File: src/rtl/seg_pkg.sv
// Package: shared encodings for the segment translator.
// Assumes: access kinds and fault codes are 2 bits wide.
package seg_pkg;
    typedef enum logic [1:0] {
        ACC_RD  = 2'd0,
        ACC_WR  = 2'd1,
        ACC_EX  = 2'd2,
        ACC_RSV = 2'd3
    } acc_e;

    typedef enum logic [1:0] {
        FLT_NONE  = 2'd0,
        FLT_ABS   = 2'd1,
        FLT_LIMIT = 2'd2,
        FLT_PERM  = 2'd3
    } fault_e;

    localparam int PERM_RD_BIT = 0;
    localparam int PERM_WR_BIT = 1;
    localparam int PERM_EX_BIT = 2;
    localparam int PERM_W      = 3;
endpackage

File: src/rtl/seg_table.sv
// Module: register-file descriptor table with one write port and one
// combinational read port.
// Assumes: rd_hit is low for indices at or above NSEG. A write is stored
// at the clock edge, so a read in the same cycle still sees the old entry.
module seg_table #(
    parameter int NSEG   = 8,
    parameter int SEG_W  = 4,
    parameter int OFF_W  = 12,
    parameter int BASE_W = 16
) (
    input  logic                       clk,
    input  logic                       rst_n,
    input  logic                       wr_en,
    input  logic [SEG_W-1:0]           wr_idx,
    input  logic [BASE_W-1:0]          wr_base,
    input  logic [OFF_W:0]             wr_limit,
    input  logic                       wr_present,
    input  logic [seg_pkg::PERM_W-1:0] wr_perm,
    input  logic [SEG_W-1:0]           rd_idx,
    output logic                       rd_hit,
    output logic [BASE_W-1:0]          rd_base,
    output logic [OFF_W:0]             rd_limit,
    output logic [seg_pkg::PERM_W-1:0] rd_perm
);
    localparam int IDX_W = (NSEG > 1) ? $clog2(NSEG) : 1;

    logic [BASE_W-1:0]          base_q [NSEG];
    logic [OFF_W:0]             lim_q  [NSEG];
    logic [seg_pkg::PERM_W-1:0] perm_q [NSEG];
    logic [NSEG-1:0]            pres_q;
    logic [NSEG-1:0]            wr_sel;

    // Per-entry write decode; an out-of-range index selects no entry.
    for (genvar gi = 0; gi < NSEG; gi++) begin : g_sel
        assign wr_sel[gi] = wr_en && ({1'b0, wr_idx} == (SEG_W+1)'(gi));
    end

    // Descriptor storage: cleared by reset, loaded by the selected strobe.
    always_ff @(posedge clk) begin
        for (int i = 0; i < NSEG; i++) begin
            if (!rst_n) begin
                base_q[i] <= '0;
                lim_q[i]  <= '0;
                perm_q[i] <= '0;
                pres_q[i] <= 1'b0;
            end else if (wr_sel[i]) begin
                base_q[i] <= wr_base;
                lim_q[i]  <= wr_limit;
                perm_q[i] <= wr_perm;
                pres_q[i] <= wr_present;
            end
        end
    end

    logic             in_range;
    logic [IDX_W-1:0] ridx;

    // Read mux; a miss returns zero fields.
    always_comb begin
        in_range = ({1'b0, rd_idx} < (SEG_W+1)'(NSEG));
        ridx     = IDX_W'(rd_idx);
        rd_hit   = 1'b0;
        rd_base  = '0;
        rd_limit = '0;
        rd_perm  = '0;
        if (in_range) begin
            rd_hit   = pres_q[ridx];
            rd_base  = base_q[ridx];
            rd_limit = lim_q[ridx];
            rd_perm  = perm_q[ridx];
        end
    end


    reset_clears_chk: assert property (@(posedge clk)
        !rst_n |=> (pres_q == '0));


    no_stray_write_chk: assert property (@(posedge clk) disable iff (!rst_n)
        (wr_en && ({1'b0, wr_idx} >= (SEG_W+1)'(NSEG))) |=> $stable(pres_q));
endmodule

File: src/rtl/seg_check.sv
// Module: ordered fault evaluation and address sum, purely combinational.
// Assumes: hit already folds the range and present checks. Priority is
// absent, then limit, then permission. A fault forces the address to zero.
module seg_check #(
    parameter int OFF_W  = 12,
    parameter int BASE_W = 16
) (
    input  logic                       hit,
    input  logic [BASE_W-1:0]          base,
    input  logic [OFF_W:0]             limit,
    input  logic [seg_pkg::PERM_W-1:0] perm,
    input  logic [OFF_W-1:0]           off,
    input  logic [1:0]                 acc,
    output logic [1:0]                 fault,
    output logic [BASE_W:0]            paddr
);
    import seg_pkg::*;

    logic allowed;

    // Permission selection by access kind; the reserved kind is never allowed.
    always_comb begin
        case (acc_e'(acc))
            ACC_RD:  allowed = perm[PERM_RD_BIT];
            ACC_WR:  allowed = perm[PERM_WR_BIT];
            ACC_EX:  allowed = perm[PERM_EX_BIT];
            default: allowed = 1'b0;
        endcase
    end

    // Ordered checks, then the sum for a clean access.
    always_comb begin
        paddr = '0;
        if (!hit)                      fault = FLT_ABS;
        else if ({1'b0, off} >= limit) fault = FLT_LIMIT;
        else if (!allowed)             fault = FLT_PERM;
        else begin
            fault = FLT_NONE;
            paddr = {1'b0, base} + (BASE_W+1)'(off);
        end
    end
endmodule

File: src/rtl/seg_xlate.sv
// Module: top of the segment translator. It joins the table to the checker
// and registers the response.
// Assumes: one request per cycle. The response appears one edge later and
// is all zeros in cycles without a response.
module seg_xlate #(
    parameter int NSEG   = 8,
    parameter int SEG_W  = 4,
    parameter int OFF_W  = 12,
    parameter int BASE_W = 16
) (
    input  logic              clk,
    input  logic              rst_n,
    input  logic              wr_en,
    input  logic [SEG_W-1:0]  wr_idx,
    input  logic [BASE_W-1:0] wr_base,
    input  logic [OFF_W:0]    wr_limit,
    input  logic              wr_present,
    input  logic [2:0]        wr_perm,
    input  logic              req_valid,
    input  logic [SEG_W-1:0]  req_seg,
    input  logic [OFF_W-1:0]  req_off,
    input  logic [1:0]        req_acc,
    output logic              rsp_valid,
    output logic [BASE_W:0]   rsp_paddr,
    output logic [1:0]        rsp_fault
);
    logic              t_hit;
    logic [BASE_W-1:0] t_base;
    logic [OFF_W:0]    t_limit;
    logic [2:0]        t_perm;
    logic [1:0]        c_fault;
    logic [BASE_W:0]   c_paddr;

    seg_table #(.NSEG(NSEG), .SEG_W(SEG_W), .OFF_W(OFF_W), .BASE_W(BASE_W)) u_table (
        .clk(clk), .rst_n(rst_n),
        .wr_en(wr_en), .wr_idx(wr_idx), .wr_base(wr_base), .wr_limit(wr_limit),
        .wr_present(wr_present), .wr_perm(wr_perm),
        .rd_idx(req_seg), .rd_hit(t_hit), .rd_base(t_base),
        .rd_limit(t_limit), .rd_perm(t_perm)
    );

    seg_check #(.OFF_W(OFF_W), .BASE_W(BASE_W)) u_check (
        .hit(t_hit), .base(t_base), .limit(t_limit), .perm(t_perm),
        .off(req_off), .acc(req_acc), .fault(c_fault), .paddr(c_paddr)
    );

    // Response register: captures the checker result or clears to idle.
    always_ff @(posedge clk) begin
        if (!rst_n) begin
            rsp_valid <= 1'b0;
            rsp_paddr <= '0;
            rsp_fault <= '0;
        end else begin
            rsp_valid <= req_valid;
            rsp_paddr <= req_valid ? c_paddr : '0;
            rsp_fault <= req_valid ? c_fault : '0;
        end
    end


    one_cycle_rsp_chk: assert property (@(posedge clk) disable iff (!rst_n)
        req_valid |=> rsp_valid);


    idle_zero_chk: assert property (@(posedge clk) disable iff (!rst_n)
        !rsp_valid |-> (rsp_paddr == '0 && rsp_fault == 2'd0));


    fault_zero_addr_chk: assert property (@(posedge clk) disable iff (!rst_n)
        (rsp_fault != 2'd0) |-> (rsp_paddr == '0));


    out_of_range_chk: assert property (@(posedge clk) disable iff (!rst_n)
        (req_valid && ({1'b0, req_seg} >= (SEG_W+1)'(NSEG))) |=> (rsp_fault == 2'd1));
endmodule

File: config.mk
export PLATFORM = sky130hd
export DESIGN_NAME = seg_xlate
export DESIGN_NICKNAME = d
export VERILOG_FILES = /design/src/rtl/seg_pkg.sv /design/src/rtl/seg_table.sv /design/src/rtl/seg_check.sv /design/src/rtl/seg_xlate.sv
export SDC_FILE = /design/constraint.sdc
export NUM_CORES = 1
export LEC_CHECK = 0
export ABC_AREA = 1
export ABC_CLOCK_PERIOD_IN_PS = 3700
export BUFFER_PORTS_ARGS = -buffer_cell sky130_fd_sc_hd__buf_2
export CELL_PAD_IN_SITES_DETAIL_PLACEMENT = 1
export CELL_PAD_IN_SITES_GLOBAL_PLACEMENT = 2
export CORE_MARGIN = 2
export CORE_UTILIZATION = 28
export CTS_CLUSTER_SIZE = 14
export DETAILED_ROUTE_END_ITERATION = 7
export HOLD_SLACK_MARGIN = 0.05
export PLACE_DENSITY_LB_ADDON = 0.3
export SYNTH_ARGS = -nofsm -noshare
export SYNTH_HDL_FRONTEND = slang
export SYNTH_SLANG_ARGS = --single-unit
File: constraint.sdc
create_clock -name clk -period 3.7 [get_ports clk]
set_clock_uncertainty 0.1 [all_clocks]
set_input_delay 0.74 -clock clk [delete_from_list [all_inputs] [get_ports clk]]
set_output_delay 0.74 -clock clk [all_outputs]
set_load 0.02 [all_outputs]
==> results_dict.tcl <==
set metrics [dict create \
    pwr-share-clk_pct 41.7 \
    reg2regPathDepth 14 \
    hp-class "input port to flip-flop" \
    reg2reg_slack_ps 680 \
    htree_levels 2 \
    nFillCells 5381 \
    clock-sinks 284 \
    fmax_mhz 309 \
    p_leak_nw 6.18 \
    final_hold_viol_count 0 \
    path_class "input port to flip-flop" \
    die_h_um 222 \
    p_int_mw 5.79 \
    antenna_found_initial 0 \
    grt_start_max_net_pins 43 \
    rsz0062_at_grt "false" \
    drt-pass1-iter-count 4 \
    p_sw_mw 1.95 \
    p_total_mw 7.74 \
    hold_ws_ps 364 \
    routabilityCongestion 0.822 \
    worst-endpoint-arrival_ps 3610 \
    slew_headroom_pct 43.7 \
    synth_area_leader_cell "edfxtp_1" \
    slowest_stage "fa_1" \
    period_share_pct 87.6 \
    track_usage_pct 17.7 \
    synth-warning-count 0 \
    numCtsBuffers 35 \
    setup_viol 0 \
    crit_chain "buf_4 -> inv_4 -> o21ai_0 -> o22ai_1 -> o21ai_0 -> a31oi_1 -> ha_1 -> inv_1 -> fa_1 -> o21ai_1 -> a21boi_0 -> o21ai_1 -> nand2_1 -> nand2_1 -> nand2_1 -> a21oi_2" \
    ir_drop_mv 0.262 \
    fin_area_mm2 0.0156 \
    area.growth.synth_to_final_pct 17.6 \
    startpoint_type "input port" \
    critPathMaxStageDelay_ps 410 \
    grt_pass1_wl_um 65100 \
    initial_utilization_pct 28.5 \
    dr.first_iter.drc_count 665 \
    rr_startpoint "u_table.base_q[6][0]$_SDFFCE_PN0P_" \
    worstReg2RegEnd "rsp_paddr[10]$_SDFF_PP0_" \
    stdcell_count 2077 \
    first_global_vias 10400 \
    crit_path_start "req_seg[0]" \
    cts_hold_buf 0 \
    dp_hpwl_um 27000 \
    cts-root-buf "clkbuf_16" \
    yosysSeqAreaShare_pct 62.0 \
    switching_share_pct 25.2 \
    ctsResizeCount 0 \
    multi_input_area_mm2 0.00430 \
    synth_area_leaders "edfxtp_1 58%, nor2_1 12%, o21ai_0 4.7%, dfxtp_1 4.2%, nand2_1 3.8%" \
    synth_top_area_share_pct 57.7 \
    seq_area_mm2 0.00825 \
    port_buffers 78 \
    wirelength_um 43500 \
    syn-cell-area_mm2 0.0133 \
    synth_seq_cells 284 \
    holdPathEnd "rsp_fault[0]$_SDFF_PN0_" \
    powerDensity_mw_per_mm2 495 \
    core_area_mm2 0.0468 \
    drv_slew 0 \
    dp_slack_ps -84.5 \
    path_max_fanout 14 \
    maxCapViolCount 0 \
    layout_setup_ws_ps 460 \
    vias 10200 \
    worst_pin_slew_ps 843 \
    status "complete, no violations" \
    combPwrFrac_pct 10.4 \
    syn_inst 1366 \
    syn-num-nets 1450 \
    cts_tree "built" \
    final_util_pct 33.5 \
    worstHoldStart "req_valid" \
    synth_cell_type_count 40 \
    timing.final.crit_period_ps 3240 \
    cp-end-kind "flip-flop" \
    gr-total-overflow 0 \
    dpl_cell_area_mm2 0.0146 \
    viasPerCell 4.92 \
    die_w_um 222 \
    placement_rows 79 \
    crit_required_ps 4070 \
    clkTransAtPathRegs_ps 60 \
    worst_hold_path.num_cells 3 \
    seqPwrFrac_pct 48.0 \
    num_io_pins 79 \
    clk_path_buf_depth 3 \
    avgSynthCellArea_um2 9.74 \
    placed_cells 2018 \
    postCtsSetupRepairBufs 0 \
    detail-route-antenna-nets 0 \
    nNetsFinal 1532 \
    wl_per_cell_um 20.9 \
    die_area_mm2 0.0493 \
    drive_gt1_share_pct 14.1 \
    timing.setup.tns_ps 0 \
    n_antenna_cell 0 \
    worst_path_most_repeated_cell "nand2_1" \
    clkLatencyLatePin_ps 550 \
    route.detailed.drc 0 \
]
## critical path: cells and delay by family
kind / cells / cell delay [ps]
AO/OA/AOI/OAI: 8 / 1500
adder cells (fa/ha/maj): 2 / 680
buffers and inverters: 3 / 450
AND/OR/NAND/NOR: 3 / 220
## placed cells by master (no fill, tap or decap), types with 12 or more instances in the layout
cell type	count
inv_1	91
edfxtp_1	256
clkbuf_16	36
o221ai_1	13
o21ai_1	12
ha_1	24
nor2_1	433
a31oi_1	13
nand2_1	126
buf_2	77
a21oi_1	17
dfxtp_1	28
nand3_1	50
buf_12	14
o211ai_1	13
o21ai_0	125
o22ai_1	25
buf_4	36
## layer usage
layer / track usage (%) / vias to the layer above / wire [µm]
li1: - / 4796 / -
met1: 24.1 / 5174 / 20500
met2: 28.9 / 189 / 20300
met3: 2.60 / 54 / 1690
met4: 5.80 / 0 / 1040
met5: 0 / - / 0
## power by group through the flow
stage | Combinational [mW] | Sequential (mW) | Clock [mW]
5_1_grt | 0.897 | 3.73 | 3.43
3_3_place_gp | 0.804 | 3.78 | 0
3_5_place_dp | 0.814 | 3.78 | 0
6_report | 0.803 | 3.71 | 3.23
2_1_floorplan | 0.478 | 3.77 | 0
4_1_cts | 0.818 | 3.71 | 3.31
## cell usage after synthesis
library cell  count
nor3b_1           1
o21ai_0         125
buf_6            11
a31oi_1          13
buf_1             1
nor2_1          433
nand4_1           5
ha_1             24
o211ai_1         13
xor2_1            3
a21oi_2           3
dfxtp_1          28
a21o_1            4
o211ai_2          2
o22ai_1          25
nand2_2           2
clkbuf_1         47
xnor2_1           2
nor3_1            2
nand4_2           1
and3_1            1
nand3b_1          1
o21ai_1          12
a21boi_0          3
nand3_1          50
inv_4             1
nand3b_4          1
buf_4             5
nand2_1         134
clkinv_2          1
inv_2             1
nor2_2           10
or2_2             3
o221ai_1         13
buf_2            18
edfxtp_1        256
a21oi_1          17
nand3_2           2
fa_1              1
inv_1            91
## cell families after synthesis
logic type               after synthesis  share of synthesized area [%]
buffers and inverters                176                           5.92
AO/OA/AOI/OAI                        230                           9.94
XOR/XNOR                               5                          0.329
flip-flops                           284                           62.0
adder cells (fa/ha/maj)               25                           2.41
AND/OR/NAND/NOR                      646                           19.4
## how the worst max path moves through the flow
stage,end,slack [ps],depth (start not counted)
after floorplan,rsp_paddr[10]$_SDFF_PP0_,290,19
after global placement,rsp_paddr[10]$_SDFF_PP0_,-10,16
after detailed placement,rsp_paddr[10]$_SDFF_PP0_,-80,16
after CTS,rsp_paddr[10]$_SDFF_PP0_,470,16
final,rsp_paddr[10]$_SDFF_PP0_,460,16
after global routing,rsp_paddr[10]$_SDFF_PP0_,250,16
## state kept, by name, summed over array words and instances, names as in the netlist
| register | count |
|---|---|
| u_table.pres_q | 8 |
| rsp_fault | 2 |
| u_table.lim_q | 104 |
| u_table.base_q | 128 |
| rsp_valid | 1 |
| rsp_paddr | 17 |
| u_table.perm_q | 24 |
## layout make-up
cell class | count | area share, %
sequential | 284 | 52.7
multi-input combinational | 906 | 27.4
clock buffer | 46 | 6.06
timing repair buffer | 127 | 5.98
tap | 607 | 4.85
inverter | 94 | 2.28
clock inverter | 13 | 0.672
Note: power is estimated with default switching activity, not from simulation.
